==> src/rtl/patgen_pkg.sv <==
package patgen_pkg;

  localparam int SEL_W   = 3;
  localparam int NUM_PAT = 5;

  typedef enum logic [SEL_W-1:0] {
    PAT_ALT_A = 3'd0,
    PAT_ALT_F = 3'd1,
    PAT_WALK  = 3'd2,
    PAT_RAMP  = 3'd3,
    PAT_LFSR  = 3'd4
  } patCode_e;

  // strobes from control to datapath
  typedef struct packed {
    logic             restart;
    logic             advance;
    logic             active;
    logic [SEL_W-1:0] sel;
  } ctrlStrobe_t;

endpackage

==> src/rtl/patgen_ctrl.sv <==
module patgen_ctrl
  import patgen_pkg::*;
(
  input  logic             clk,
  input  logic             rstN,
  input  logic             enable,
  input  logic             testMode,
  input  logic [SEL_W-1:0] patSel,
  input  logic             outReady,
  output ctrlStrobe_t      strobe
);

  logic             run;
  logic             activeQ;
  logic [SEL_W-1:0] selQ;
  logic             selChanged;
  logic             restartNow;

  assign run        = enable & testMode;
  assign selChanged = (patSel != selQ);
  assign restartNow = run & (~activeQ | selChanged);

  always_comb begin
    strobe.restart = restartNow;
    strobe.advance = run & activeQ & ~selChanged & outReady;
    strobe.active  = activeQ;
    strobe.sel     = selQ;
  end

  always_ff @(posedge clk) begin
    if (!rstN) begin
      activeQ <= 1'b0;
      selQ    <= '0;
    end else begin
      activeQ <= run;
      if (restartNow) selQ <= patSel;
    end
  end

endmodule

==> src/rtl/patgen_datapath.sv <==
module patgen_datapath
  import patgen_pkg::*;
#(
  parameter int         W     = 4,
  parameter logic [W-1:0] SEED = 1,
  parameter logic [W-1:0] TAPS = 4'b1100
) (
  input  logic        clk,
  input  logic        rstN,
  input  ctrlStrobe_t strobe,
  output logic [W-1:0] nibble,
  output logic        nibbleValid
);

  localparam logic [W-1:0] ALT_A_EVEN = {(W/2){2'b01}};
  localparam logic [W-1:0] ALT_A_ODD  = ~ALT_A_EVEN;
  localparam logic [W-1:0] ONES       = '1;
  localparam logic [W-1:0] WALK_LAST  = W[W-1:0];

  logic [W-1:0] step;
  logic [W-1:0] stepNext;
  logic [W-1:0] lastStep;
  logic [W-1:0] lfsr;
  logic [W-1:0] lfsrNext;
  logic [W-1:0] patVal [NUM_PAT];
  logic [W-1:0] selVal;

  // wrap point of the step counter per pattern
  always_comb begin
    case (strobe.sel)
      PAT_ALT_A, PAT_ALT_F: lastStep = {{(W-1){1'b0}}, 1'b1};
      PAT_WALK:             lastStep = WALK_LAST;
      PAT_RAMP:             lastStep = ONES;
      default:              lastStep = '0;
    endcase
  end

  assign stepNext = (step == lastStep) ? '0 : step + 1'b1;
  assign lfsrNext = {lfsr[W-2:0], ^(lfsr & TAPS)};

  always_ff @(posedge clk) begin
    if (!rstN) begin
      step <= '0;
      lfsr <= SEED;
    end else if (strobe.restart) begin
      step <= '0;
      lfsr <= SEED;
    end else if (strobe.advance) begin
      step <= stepNext;
      lfsr <= lfsrNext;
    end
  end

  // one candidate value per pattern
  generate
    for (genvar p = 0; p < NUM_PAT; p++) begin : g_pat
      if (p == int'(PAT_ALT_A)) begin : g_alt_a
        assign patVal[p] = step[0] ? ALT_A_ODD : ALT_A_EVEN;
      end else if (p == int'(PAT_ALT_F)) begin : g_alt_f
        assign patVal[p] = step[0] ? ONES : '0;
      end else if (p == int'(PAT_WALK)) begin : g_walk
        assign patVal[p] = (step == '0) ? '0 : ({{(W-1){1'b0}}, 1'b1} << (step - 1'b1));
      end else if (p == int'(PAT_RAMP)) begin : g_ramp
        assign patVal[p] = step;
      end else begin : g_lfsr
        assign patVal[p] = lfsr;
      end
    end
  endgenerate

  always_comb begin
    selVal = '0;
    for (int p = 0; p < NUM_PAT; p++) begin
      if (strobe.sel == SEL_W'(p)) selVal = patVal[p];
    end
  end

  assign nibble      = strobe.active ? selVal : '0;
  assign nibbleValid = strobe.active;

endmodule

==> src/rtl/nibble_pattern_gen.sv <==
module nibble_pattern_gen
  import patgen_pkg::*;
#(
  parameter int         W    = 4,
  parameter logic [W-1:0] SEED = 1,
  parameter logic [W-1:0] TAPS = 4'b1100
) (
  input  logic             clk,
  input  logic             rstN,
  input  logic             enable,
  input  logic             testMode,
  input  logic [SEL_W-1:0] patSel,
  input  logic             outReady,
  output logic [W-1:0]     nibble,
  output logic             nibbleValid
);

  ctrlStrobe_t strobe;

  patgen_ctrl u_ctrl (
    .clk      (clk),
    .rstN     (rstN),
    .enable   (enable),
    .testMode (testMode),
    .patSel   (patSel),
    .outReady (outReady),
    .strobe   (strobe)
  );

  patgen_datapath #(.W(W), .SEED(SEED), .TAPS(TAPS)) u_dp (
    .clk         (clk),
    .rstN        (rstN),
    .strobe      (strobe),
    .nibble      (nibble),
    .nibbleValid (nibbleValid)
  );

endmodule

==> config.mk <==
export PLATFORM = sky130hd
export DESIGN_NAME = nibble_pattern_gen
export DESIGN_NICKNAME = d
export VERILOG_FILES = /design/src/rtl/patgen_pkg.sv /design/src/rtl/patgen_ctrl.sv /design/src/rtl/patgen_datapath.sv /design/src/rtl/nibble_pattern_gen.sv
export SDC_FILE = /design/constraint.sdc
export NUM_CORES = 1
export LEC_CHECK = 0
export ABC_CLOCK_PERIOD_IN_PS = 1900
export BUFFER_PORTS_ARGS = -buffer_cell sky130_fd_sc_hd__buf_2
export CAP_MARGIN = 10
export CORE_MARGIN = 5
export CORE_UTILIZATION = 40
export DETAILED_ROUTE_END_ITERATION = 8
export PLACE_DENSITY = 0.57
export SLEW_MARGIN = 40
export SYNTH_ARGS = -nofsm -noshare
export SYNTH_HDL_FRONTEND = slang
export SYNTH_HIERARCHICAL = 1
export SYNTH_SLANG_ARGS = --single-unit
export TNS_END_PERCENT = 100
==> constraint.sdc <==
create_clock -name clk -period 1.9 [get_ports clk]
set_input_delay 0.38 -clock clk [delete_from_list [all_inputs] [get_ports clk]]
set_output_delay 0.38 -clock clk [all_outputs]
set_load 0.005 [all_outputs]
Word-level counts from Yosys, hierarchy flattened. Index checks and enable logic that the tools add are counted.

Register bits: 12. Input port bits: 8. Output and inout port bits: 5. Logic and storage cells: 38.

$add $sub $neg: 2. Equal/unequal tests: 6. Shift operators: 1. Mux-type cells: 11. Bitwise gates (word level): 9. Reduce and logical (&&, ||, !) cells: 5.

Operator list (number): $mux 4 (10); $pmux 4 s3 (1); $eq 3x2->1 const B (2); $and 1x1->1 (5); $add 4x1->4 const B (1); $eq 4x4->1 (1); $logic_not 4->1 (1); $reduce_or 2->1 (2); $reduce_xor 4->1 (1); $shl 1x4->4 const A (1); $sub 4x1->4 const B (1); $eq 3x1->1 const B (1); $eq 3x3->1 const B (1); $logic_not 3->1 (1); $ne 3x3->1 (1); $not 1->1 (3); $or 1x1->1 (1).

Longest topological paths before layout. Gate-level depths: netlist (run 1).

Word-level depth: 7. Gate-level depth with buffers: 7. Gate-level depth less buffers: 7.

Modules after synthesis. Netlist (run 1), hierarchy kept.

By module, submodules not included: patgen_datapath (times used 1, cells each 85, area each 629.4 um2); patgen_ctrl (times used 1, cells each 24, area each 211.5 um2).

Least setup slack after synthesis (run 1). Ideal clock, no wire load.

Path kind: reg-to-output. Start: register u_dp.step[0]. End: output nibble[2]. Arrival: 1398 ps. Required time: 1520 ps. Slack: 122 ps. Stages on the path, launching flop included: 8. Buffers on the path: 0. Cell sequence: dfxtp_1 inv_2 ha_1 xor2_1 nor3_1 nand2_1 o311ai_0 a31o_2.

Word-level cells in the longest chain between the ends: 7.

Ends and longest elaborated chain: start: declaration (RTL line patgen_datapath.sv:20) `logic [W-1:0] step;`; start signal: assignment (RTL line patgen_datapath.sv:49) `step <= stepNext;`; $sub 4x1->4 / $mux 4 (equally long branches) (RTL line patgen_datapath.sv:62, patgen_datapath.sv:58); $shl 1x4->4 / $mux 4 (equally long branches) (RTL line patgen_datapath.sv:62, patgen_datapath.sv:74); $mux 4 (on tied branches) (RTL line patgen_datapath.sv:62, patgen_datapath.sv:74); $mux 4 * (3 in a row) (RTL line patgen_datapath.sv:74) `if (strobe.sel == SEL_W'(p)) selVal = patVal[p];`; $mux 4 * (RTL line patgen_datapath.sv:78) `assign nibble = strobe.active ? selVal : '0;`; end: declaration (RTL line nibble_pattern_gen.sv:14) `output logic [W-1:0] nibble,`.

Every way passes the cells marked *; elsewhere a longest branch is shown, timed or not.

Worst setup path in the final report (run 1).
Start: register u_dp.step[1]. End: output nibble[3].

Word-level cells in the longest chain between the ends: 7.

Ends and longest elaborated chain: $sub 4x1->4 (RTL line patgen_datapath.sv:62) `assign patVal[p] = (step == '0) ? '0 : ({{(W-1){1'b0}}, 1'b1} << (step - 1'b1));`; $shl 1x4->4 (RTL line patgen_datapath.sv:62); $mux 4 * (RTL line patgen_datapath.sv:62); $mux 4 * (3 in a row) (RTL line patgen_datapath.sv:74); $mux 4 * (RTL line patgen_datapath.sv:78).

Marked as above.

==> results.tsv, run 1 <==
stage	metric	value	unit
cts	CTS buffer count	3	
timing	unrepaired setup endpoints after global routing	yes	
run_status	status	finished with violations	
min_path	HP Start	patSel[0]	
worst_setup_path	Crit path largest cell delay	0.35	ns
worst_setup_path	worst reg2reg path depth	6	
power	Internal Power	400	uW
timing	final-report setup violation count	3	
worst_setup_path	Critical Path Slowest Stage Cell	dfxtp_2	
yosys	Post-Syn Instances	109	
yosys	share of the synthesized area in the top cell type	28.6	%
min_path	hold endpoint	u_ctrl/selQ[0]	
timing	Tcrit/Tclk final	105	%
timing	Pins Over Slew Limit	0	
timing	Fin Clk Skew	0.00142	ns
drt	wire length per cell	12.5	um
floorplanning	die height	55.8	um
worst_setup_path	Req. time, crit path	1.52	ns
global_route	vias in the first global route	745	
power	Max IR drop VDD	0.000291	V
worst_setup_path	critical path class	reg2out	
global_route	first-pass GRT wire length	3170	um
yosys	Yosys warning count	6	
global_route	met1 Resource Use GR	13.9	%
worst_setup_path	worst-path fanout max	3	
power	clock share of power	38.9	%
floorplanning	die width	55.8	um
yosys	EDFF count, synth	0	
placed_design	gpl congestion	0.847	
yosys	largest cells by area after synthesis	dfxtp_1 (29%), xnor2_1 (6.2%), nor2_1 (5.8%)	
floorplanning	Row Count	16	
cts	clk buf depth	2	
global_route	GR Layer Usage met3	3.02	%
cts	CTS tree	yes	
worst_setup_path	critical path startpoint category	register	
drt	via count	793	
timing	min Tclk post-route	1.99	ns
worst_setup_path	delay-heaviest family, CP	flip-flops	
placed_design	IO Port Bufs	12	
drt	antenna-violating nets left	0	
power	Switching Power	125	uW
floorplanning	total die area	0.00312	sq mm
yosys	syn_area_per_cell	7.71	sq um
timing	Worst Tran Pin Value	0.311	ns
floorplanning	core area	0.00198	sq mm
global_route	largest net degree at the start of global routing	12	
yosys	ys async rst share	0	%
global_route	met2 GRT Util	23.6	%
flow_run	Max Cap Violations	0	
timing	setup TNS	-0.218	ns
layout	Filler cells	214	
power	Overall Power	525	uW
worst_setup_path	Worst R2R Setup Slack	0.34	ns
worst_setup_path	capturing point of the worst reg2reg path	u_dp/lfsr[0]	
global_route	grt ovf	0	
cts	Root Buffer	clkbuf_4	
floorplanning	Initial Util	42.4	%
drt	DR vias/cell	5.22	
yosys	Synthesized Nets	119	
run_status	failing checks	setup timing	
layout	Post-Layout Cell Count	152	
power	PD cells	513	mW/mm^2
timing	Peak Freq	503	MHz
placed_design	DP Cell Count	145	
min_path	hold depth	3	
cts	Sink Count	12	
placed_design	DP Worst Slack	0.0749	ns
cts	clock slew at reported path FFs	0.08	ns
timing	worst setup margin	-0.0873	ns
min_path	Hold Path Class	in2reg	
global_route	Overall Global Routing Usage	12.8	%
layout	ant diodes	0	
drt	Pre-antenna DRT Iters	4	
timing	Slew HR	79.2	%
yosys	Mapped Area	841	sq um
yosys	Main synth FF type	dfxtp_1	
worst_setup_path	WP data arrival	1.61	ns
yosys	count of unique library cells instantiated by Yosys	34	
cts	H-tree depth	1	
yosys	Yosys reg bits	12	
timing	Final Hold Fails	0	
cts	Clock Latency Late Sink	0.27	ns
yosys	Synth area leader	dfxtp_1	
cts	hold bufs inserted after CTS	0	
worst_setup_path	cell chain of the critical path	inv_2, ha_4, nor3_2, o211ai_1, nor3_1, o221a_1, buf_2	
power	Comb power frac	10.6	%
worst_setup_path	Worst R2R Start	u_ctrl/selQ[2]	
layout	fraction of layout cells with a size suffix above 1	32.8	%
power	total leakage power	0.389	nW
drt	final WL	1900	um
layout	Area growth, synth to finish	21.7	%
global_route	antenna violations before repair	0	
floorplanning	IO Count	13	
layout	Final nets	136	
yosys	post-synthesis sequential area ratio	28.6	%
placed_design	hpwl dp	1360	um
power	Reg power frac	50.5	%
global_route	GR peak layer	met2	
worst_setup_path	Critical Path Sink Type	primary output	
worst_setup_path	WP buf/inv	2	
power	switching part of the total	23.9	%
drt	DRT iter0 DRCs	18	
drt	Post-route DRC	0	
cell usage in the layout, fill, tap and decap left out, types with 3 or more instances in the layout:
cell      netlist  final
nand3_1         7      7
dfxtp_2         0      6
nor3_1          8      6
nand2_1        10     10
clkbuf_4        0      3
nor2_1         13     13
buf_2           3     12
xnor2_1         6      5
buf_4           4      7
mux2i_1         4      4
a21boi_1        3      3
dfxtp_1        12      6
xor2_1          3      3
o21ai_0         5      5
logic make-up (layout without fill, tap and decap cells):
group           after synthesis  count (layout)  synth area share, %
fa+ha+maj                     2               2                 2.98
flops                        12              12                 28.6
compound gates               18              18                 15.2
buf+inv                      12              28                 7.59
mux                           4               4                 4.76
simple gates                 52              52                 31.5
xor+xnor                      9               9                 9.38
metrics by stage:
| step | hold slack (ns) | utilization [%] | area [sq um] |
|---|---|---|---|
| 5_1_grt | 0.369 | 51.6 | 1020 |
| 4_1_cts | 0.363 | 51.5 | 1020 |
| 3_3_place_gp | 0.516 | 46.6 | 923 |
| 6_report | 0.368 | 51.6 | 1020 |
| 2_1_floorplan | 0.461 | - | 841 |
| 3_5_place_dp | 0.530 | 46.6 | 923 |
power groups by stage:
stage                     logic [mW]  registers [mW]  clock network (mW)
final                         0.0556           0.265               0.205
after global routing          0.0624           0.266               0.229
after CTS                     0.0561           0.265               0.214
after detailed placement      0.0556           0.271                   0
after global placement        0.0548           0.271                   0
after floorplan               0.0421           0.266                   0
worst reg2reg max path, delay by kind of cell (launching register included):
family          cells  cell delay [ns]
simple gates        3             0.52
xor+xnor            1             0.16
flops               1             0.51
buf+inv             1             0.20
compound gates      1             0.08
cell usage after synthesis, drive strengths merged (3+ instances only):
master  count
nor2       13
dfxtp      12
nand2      11
buf         8
nor3        8
nand3       7
xnor2       6
o21ai       5
inv         4
mux2i       4
a21boi      3
nor2b       3
xor2        3
area by class of cell:
| cell class | count | area (sq um) | share of cell area (%) |
|---|---|---|---|
| clock buffer | 4 | 36.3 | 3.55 |
| inverter | 4 | 15.0 | 1.47 |
| multi-input combinational | 85 | 567 | 55.4 |
| sequential | 12 | 248 | 24.2 |
| tap | 27 | 33.8 | 3.30 |
| timing repair buffer | 20 | 124 | 12.1 |
worst max path at each step:
| stage | end | startpoint | cells after the start |
|---|---|---|---|
| floorplan | nibble[2] | u_dp/step[0] | 7 |
| global placement | nibble[2] | u_dp/step[0] | 8 |
| detailed placement | nibble[2] | u_dp/step[0] | 8 |
| CTS | nibble[1] | u_dp/step[1] | 8 |
| global route | nibble[3] | u_dp/step[1] | 7 |
| finish | nibble[3] | u_dp/step[1] | 7 |
layer usage:
metal / wire length (um) / share of wire [%]
met4: 33 / 1.7
met1: 857 / 45
met2: 930 / 49
met5: 0 / 0
met3: 81 / 4.3
timing repair:
item	CTS	global route
pin swaps	1	2
resized for setup	12	2
setup endpoints to repair	4	4
buffers inserted	3	0
state kept, by name, summed over array words and instances (netlist names):
register / count
u_ctrl/activeQ: 1
u_ctrl/selQ: 3
u_dp/lfsr: 4
u_dp/step: 4
Note: power is estimated with default switching activity, not from simulation.
==> run 2: changes to the inputs <==
--- a/config.mk
+++ b/config.mk
@@ -5,13 +5,13 @@
 export SDC_FILE = /design/constraint.sdc
 export NUM_CORES = 1
 export LEC_CHECK = 0
-export ABC_CLOCK_PERIOD_IN_PS = 1900
+export ABC_CLOCK_PERIOD_IN_PS = 1600
 export BUFFER_PORTS_ARGS = -buffer_cell sky130_fd_sc_hd__buf_2
 export CAP_MARGIN = 10
 export CORE_MARGIN = 5
 export CORE_UTILIZATION = 40
 export DETAILED_ROUTE_END_ITERATION = 8
-export PLACE_DENSITY = 0.57
+export PLACE_DENSITY = 0.59
 export SLEW_MARGIN = 40
 export SYNTH_ARGS = -nofsm -noshare
 export SYNTH_HDL_FRONTEND = slang
==> constraint.sdc (replaced) <==
create_clock -name clk -period 1.6 [get_ports clk]
set_input_delay 0.32 -clock clk [delete_from_list [all_inputs] [get_ports clk]]
set_output_delay 0.32 -clock clk [all_outputs]
set_load 0.005 [all_outputs]
==> results.tsv, run 2 (synthesized netlist as in run 1, its figures left out) <==
stage	metric	value	unit	change
timing	Tcrit/Tclk final	124	%	
worst_setup_path	critical path startpoint category	register		
placed_design	DP Cell Count	150		+3.4%
global_route	largest net degree at the start of global routing	11		-1
power	Reg power frac	49.0	%	-1.5 points
drt	antenna-violating nets left	0		unchanged
layout	fraction of layout cells with a size suffix above 1	35.7	%	+2.9 points
drt	DR vias/cell	5.14		-1.5%
cts	clock slew at reported path FFs	0.09	ns	about the same
timing	final-report setup violation count	4		+1
placed_design	hpwl dp	1470	um	+8.3%
timing	Slew HR	82.3	%	+3.0 points
min_path	hold endpoint	u_ctrl/selQ[1]		
cts	clk buf depth	2		unchanged
drt	max layer used	met4		
power	Max IR drop VDD	0.000379	V	+30%
floorplanning	die height	55.8	um	unchanged
placed_design	IO Port Bufs	12		unchanged
timing	Final Hold Fails	0		unchanged
floorplanning	IO Count	13		unchanged
power	Comb power frac	11.2	%	+0.6 points
placed_design	Placement Cell Area	981	sq um	+6.2%
layout	most common cell after layout, fill and taps aside	nor2_1		
drt	wire length per cell	12.8	um	+2.3%
cts	H-tree depth	1		unchanged
power	total leakage power	0.420	nW	+8.1%
timing	min Tclk post-route	1.98	ns	
drt	final WL	2000	um	+5.0%
drt	via count	802		+1.1%
drt	DRT iter0 DRCs	14		-4
cts	Sink Count	12		unchanged
power	Internal Power	474	uW	+18%
drt	Pre-antenna DRT Iters	4		unchanged
layout	commonest non-fill, non-tap cells in the layout	nor2_1 (13), buf_2 (12), nand2_1 (10), buf_4 (10), nand3_1 (7)		
global_route	grt ovf	0		unchanged
flow_run	Max Cap Violations	0		unchanged
layout	Top Registers	u_dp/lfsr (4), u_dp/step (4), u_ctrl/selQ (3)		
timing	Worst Tran Pin Value	0.266	ns	-0.0455 ns
layout	Area growth, synth to finish	29.5	%	
timing	Pins Over Slew Limit	0		unchanged
floorplanning	total die area	0.00312	sq mm	unchanged
cts	CTS buffer count	3		unchanged
min_path	Hold Path Class	in2reg		
floorplanning	die width	55.8	um	unchanged
layout	Design Area, Final	0.00109	sq mm	+6.4%
power	Switching Power	160	uW	+27%
floorplanning	core area	0.00198	sq mm	unchanged
worst_setup_path	Critical Path Sink Type	primary output		
timing	worst setup margin	-0.378	ns	-0.291 ns
cts	Clock Latency Late Sink	0.28	ns	about the same
layout	footprint of the multi-input gates	586	sq um	+3.3%
cts	CTS tree	yes		
floorplanning	Row Count	16		unchanged
run_status	failing checks	setup timing		
min_path	HP Start	patSel[1]		
worst_setup_path	Worst R2R Setup Slack	0.15	ns	-0.19 ns
worst_setup_path	WP data arrival	1.66	ns	+0.05 ns
drt	M1 WL	855	um	-0.23%
timing	unrepaired setup endpoints after global routing	yes		
global_route	first-pass GRT wire length	3490	um	+10%
timing	Fin Clk Skew	0.00649	ns	+0.00507 ns
drt	WL met2	1040	um	+11%
placed_design	gpl congestion	0.810		-4.3%
layout	Final nets	140		+2.9%
timing	Peak Freq	505	MHz	
layout	FF+latch area	258	sq um	+4.0%
run_status	status	finished with violations		
worst_setup_path	Req. time, crit path	1.28	ns	-0.24 ns
layout	Filler cells	189		-12%
worst_setup_path	Worst R2R Start	u_ctrl/selQ[1]		
layout	Post-Layout Cell Count	156		+2.6%
worst_setup_path	CP startpoint	u_dp/step[0]		
global_route	Overall Global Routing Usage	14.0	%	+1.2 points
power	PD cells	582	mW/mm^2	+13%
power	clock share of power	39.8	%	+0.9 points
min_path	hold depth	3		unchanged
drt	Post-route DRC	0		unchanged
worst_setup_path	worst-path fanout max	3		unchanged
worst_setup_path	critical path class	reg2out		
power	switching part of the total	25.2	%	+1.4 points
layout	ant diodes	0		unchanged
global_route	antenna violations before repair	0		unchanged
global_route	vias in the first global route	750		+0.67%
drt	met3 WL	96	um	+19%
worst_setup_path	worst reg2reg path depth	6		unchanged
cts	Root Buffer	clkbuf_4		
floorplanning	Initial Util	42.4	%	unchanged
worst_setup_path	capturing point of the worst reg2reg path	u_dp/step[0]		
==> run 2: cell types whose count changed in the layout (fill, tap and decap cells not counted) <==
cell	before	now
dfxtp_4	0	4
dfxtp_2	6	2
inv_2	2	1
inv_4	0	1
xnor2_4	0	1
buf_4	7	10
xnor2_1	5	4
buf_6	1	2
==> run 2: critical path: stages, from the launching register on <==
cell	delay, ns
dfxtp_4	0.37
inv_4	0.04
ha_4	0.16
nor3_2	0.16
o211ai_1	0.14
nor3_1	0.20
o221a_1	0.20
buf_2	0.11
==> run 2: worst max-delay path by stage <==
| stage | to | slack [ns] | cells past startpoint |
|---|---|---|---|
| after floorplan | nibble[2] | -0.02 | 7 |
| after global placement | nibble[2] | -0.1 | 8 |
| after detailed placement | nibble[2] | -0.11 | 8 |
| after CTS | nibble[3] | -0.34 | 8 |
| after global routing | nibble[1] | -0.48 | 7 |
| final | nibble[1] | -0.38 | 7 |
==> run 2: cell type report <==
class	count	share of cell area [%]
Clock buffer	4	3.33
Inverter	4	1.61
Timing Repair Buffer	24	14.5
Sequential cell	12	23.7
Tap cell	27	3.10
Multi-Input combinational cell	85	53.8
==> run 2: stage by stage <==
stage	hold WS (ns)	power [mW]	setup slack (ns)	utilization, %	TNS (ns)
finish	0.302	0.633	-0.378	54.9	-1.30
floorplan	0.459	0.365	-0.0167	-	-0.0167
detailed placement	0.527	0.389	-0.106	49.5	-0.230
CTS	0.292	0.640	-0.339	52.5	-1.18
global placement	0.517	0.387	-0.0956	49.5	-0.248
global route	0.306	0.675	-0.483	54.9	-1.74
==> run 2: power groups by stage <==
stage	logic, mW	clock network [mW]	registers [mW]
final	0.0708	0.252	0.310
after global routing	0.0798	0.283	0.312
after CTS	0.0695	0.258	0.313
after detailed placement	0.0690	0	0.320
after global placement	0.0674	0	0.319
after floorplan	0.0501	0	0.314
==> run 2: per-layer routing <==
metal  vias to the layer above  track usage [%]
met5                         -                0
met3                         2             3.02
met2                        18             23.1
li1                        418                -
met1                       364             17.0
met4                         0             6.78
==> run 2: repair_timing <==
item | in CTS | in global routing
pin swaps | 6 | 6
gates resized for setup | 7 | 8
buffers inserted | 0 | 2
hold buffers | 0 | 0
endpoints found under the setup margin | 4 | 12
==> run 3: changes to the inputs <==
--- a/config.mk
+++ b/config.mk
@@ -5,12 +5,14 @@
 export SDC_FILE = /design/constraint.sdc
 export NUM_CORES = 1
 export LEC_CHECK = 0
+export ABC_AREA = 1
 export ABC_CLOCK_PERIOD_IN_PS = 1600
 export BUFFER_PORTS_ARGS = -buffer_cell sky130_fd_sc_hd__buf_2
 export CAP_MARGIN = 10
 export CORE_MARGIN = 5
 export CORE_UTILIZATION = 40
 export DETAILED_ROUTE_END_ITERATION = 8
+export MAX_ROUTING_LAYER = met4
 export PLACE_DENSITY = 0.59
 export SLEW_MARGIN = 40
 export SYNTH_ARGS = -nofsm -noshare
==> results.tsv, run 3 <==
stage	metric	value	unit	change
run_status	status	finished with violations		
run_status	failing checks	setup timing		
layout	commonest non-fill, non-tap cells in the layout	nand2_1 (37), inv_1 (14), buf_2 (12), nor2_1 (12), buf_4 (10)		
cts	clock slew at reported path FFs	0.08	ns	about the same
cts	clk buf depth	2		unchanged
yosys	Synthesized Nets	150		+26%
yosys	main combinational cell family by area after synthesis	simple AND/OR/NAND/NOR gates		
floorplanning	die height	57.2	um	+2.5%
cts	Root Buffer	clkbuf_4		
worst_setup_path	worst-path fanout max	2		-1
cts	H-tree depth	1		unchanged
global_route	grt ovf	0		unchanged
timing	Tcrit/Tclk final	118	%	-5.7 points
drt	Post-route DRC	0		unchanged
layout	fraction of layout cells with a size suffix above 1	33.8	%	-1.9 points
floorplanning	total die area	0.00327	sq mm	+5.0%
placed_design	hpwl dp	1590	um	+7.7%
drt	DR vias/cell	4.93		-4.1%
yosys	Main synth FF type	dfxtp_1		
timing	final-report setup violation count	4		unchanged
timing	Slew HR	83.1	%	+0.80 points
global_route	vias in the first global route	836		+11%
placed_design	IO Port Bufs	12		unchanged
yosys	post-synthesis adder-cell area fraction	2.81	%	-0.17 points
yosys	post-synthesis sequential area ratio	26.9	%	-1.6 points
placed_design	DP Cell Count	184		+23%
global_route	Overall Global Routing Usage	14.3	%	+0.36 points
placed_design	gpl congestion	0.826		+2.0%
yosys	Synth area leader	dfxtp_1		
drt	antenna-violating nets left	0		unchanged
drt	wire length per cell	11.1	um	-13%
worst_setup_path	Critical Path Sink Type	primary output		
yosys	largest cells by area after synthesis	dfxtp_1 (27%), nand2_1 (16%), inv_1 (7.6%)		
yosys	Post-synth top cells	nand2_1 (38), inv_1 (18), nor2_1 (13)		
layout	ant diodes	0		unchanged
timing	unrepaired setup endpoints after global routing	yes		
placed_design	Placement Cell Area	0.00102	sq mm	+4.5%
power	PD cells	588	mW/mm^2	+1.2%
power	total leakage power	0.511	nW	+22%
global_route	largest net degree at the start of global routing	9		-2
floorplanning	IO Count	13		unchanged
yosys	Post-Syn Instances	140		+28%
cts	Sink Count	12		unchanged
yosys	Yosys reg bits	12		unchanged
yosys	Yosys warning count	6		unchanged
drt	via count	927		+16%
drt	final WL	2090	um	+4.5%
layout	Top Registers	u_dp/lfsr (4), u_dp/step (4), u_ctrl/selQ (3)		
yosys	EDFF count, synth	0		unchanged
layout	Design Area, Final	0.00111	sq mm	+1.7%
yosys	post-synthesis compound-gate area fraction	14.0	%	-1.2 points
yosys	cell with the most instances after synthesis	nand2_1		
global_route	antenna violations before repair	0		unchanged
worst_setup_path	WP data arrival	1.57	ns	-0.09 ns
floorplanning	Initial Util	41.1	%	-1.3 points
layout	Layout Utilization	51.0	%	-3.9 points
yosys	proportion of synthesized area in mux cells	3.37	%	-1.4 points
yosys	xor/xnor share of the synthesized area	2.95	%	-6.4 points
floorplanning	die width	57.2	um	+2.5%
cts	Clock Latency Late Sink	0.28	ns	about the same
timing	min Tclk post-route	1.89	ns	-0.0915 ns
floorplanning	core area	0.00217	sq mm	+9.5%
timing	Pins Over Slew Limit	0		unchanged
cts	hold bufs inserted after CTS	0		unchanged
yosys	Mapped Area	892	sq um	+6.1%
cts	CTS buffer count	3		unchanged
yosys	ys async rst share	0	%	unchanged
min_path	Hold Path Class	in2reg		
yosys	syn_area_per_cell	6.37	sq um	-17%
timing	worst setup margin	-0.287	ns	+0.0915 ns
layout	most common cell after layout, fill and taps aside	nand2_1		
yosys	count of unique library cells instantiated by Yosys	24		-29%
worst_setup_path	Req. time, crit path	1.28	ns	about the same
worst_setup_path	critical path class	reg2out		
floorplanning	Row Count	17		+1
cts	CTS tree	yes		
yosys	share of the synthesized area in the top cell type	26.9	%	-1.6 points
worst_setup_path	critical path startpoint category	register		
global_route	first-pass GRT wire length	3650	um	+4.6%
yosys	Synth Area in Simple Gates	34.5	%	+3.0 points
timing	Fin Clk Skew	0.00487	ns	-0.00162 ns
flow_run	Max Cap Violations	0		unchanged
drt	Pre-antenna DRT Iters	4		unchanged
placed_design	DP Worst Slack	-0.0594	ns	+0.0463 ns
timing	Worst Tran Pin Value	0.252	ns	-0.0136 ns
power	Max IR drop VDD	0.000456	V	+20%
layout	Post-Layout Cell Count	188		+21%
drt	DRT iter0 DRCs	23		+9
timing	setup TNS	-1.07	ns	+0.228 ns
timing	Peak Freq	530	MHz	+4.8%
timing	Final Hold Fails	0		unchanged
layout	Final nets	171		+22%
layout	Area growth, synth to finish	24.1	%	
## run 3: cell types whose count changed in the layout (fill, tap and decap cells not counted), moves of 3 or more
cell / change
nand2_1: +27
inv_1: +12
a21oi_1: +7
nor3_1: -5
inv_2: +4
xnor2_1: -4
a21boi_1: -3
dfxtp_2: +3
dfxtp_4: -3
nor2_4: +3
## run 3: worst paths after layout
path,cells after the start,start,slack [ns],endpoint
max,13,u_dp/step[1],-0.29,nibble[3]
min,3,patSel[2],0.31,u_ctrl/selQ[2]
max reg2reg,10,u_ctrl/selQ[2],0.10,u_dp/step[0]
min reg2reg,2,u_dp/lfsr[1],0.48,u_dp/lfsr[2]
## run 3: metal layers
layer  up-vias  routed length [um]  global-route usage, %
met5         -                   0                      -
met4         0                   5                   4.97
met3         2                 108                   2.04
met2        25                 991                   23.3
met1       421                 980                   18.0
li1        479                   -                      -
## run 3: cells by family (layout without fill, tap and decap cells)
kind of cell    count (synthesis)  count (layout)
flops                          12              12
buf+inv                        28              48
simple gates                   69              69
xor+xnor                        3               3
mux                             3               3
fa+ha+maj                       2               2
compound gates                 23              23
## run 3: critical path, stage by stage (launching register included)
cell and delay, ns:
dfxtp_2 0.33, inv_2 0.07, ha_4 0.15, inv_2 0.04, nand2_2 0.06, nand2_4 0.06, nor2_4 0.08, nand3_1 0.08
nand2_1 0.06, nand2_1 0.04, nand2_1 0.06, nand2_1 0.06, a21oi_2 0.10, buf_2 0.11
## run 3: layout make-up
type | count | area (sq um)
Clock buffer | 4 | 36.3
Fill cell | 244 | 1060
Inverter | 22 | 91.3
Multi-Input combinational cell | 100 | 559
Sequential cell | 12 | 250
Tap cell | 28 | 35.0
Timing Repair Buffer | 22 | 135
## run 3: stage by stage
step,hold WS (ns),total power [mW]
2_1_floorplan,0.446,0.377
3_3_place_gp,0.466,0.404
3_5_place_dp,0.468,0.405
4_1_cts,0.298,0.663
5_1_grt,0.323,0.690
6_report,0.307,0.652
## run 3: repair_timing
item | CTS | global route
buffers inserted | 0 | 0
gates cloned | 0 | 0
endpoints found under the setup margin | 4 | 12
gates resized for setup | 9 | 11
pin swaps | 3 | 6
## run 3: where the power goes
group | switching, mW | internal (mW) | total (mW)
combinational | 0.0540 | 0.0390 | 0.0930
sequential | 0.00747 | 0.303 | 0.310
clock | 0.110 | 0.138 | 0.248
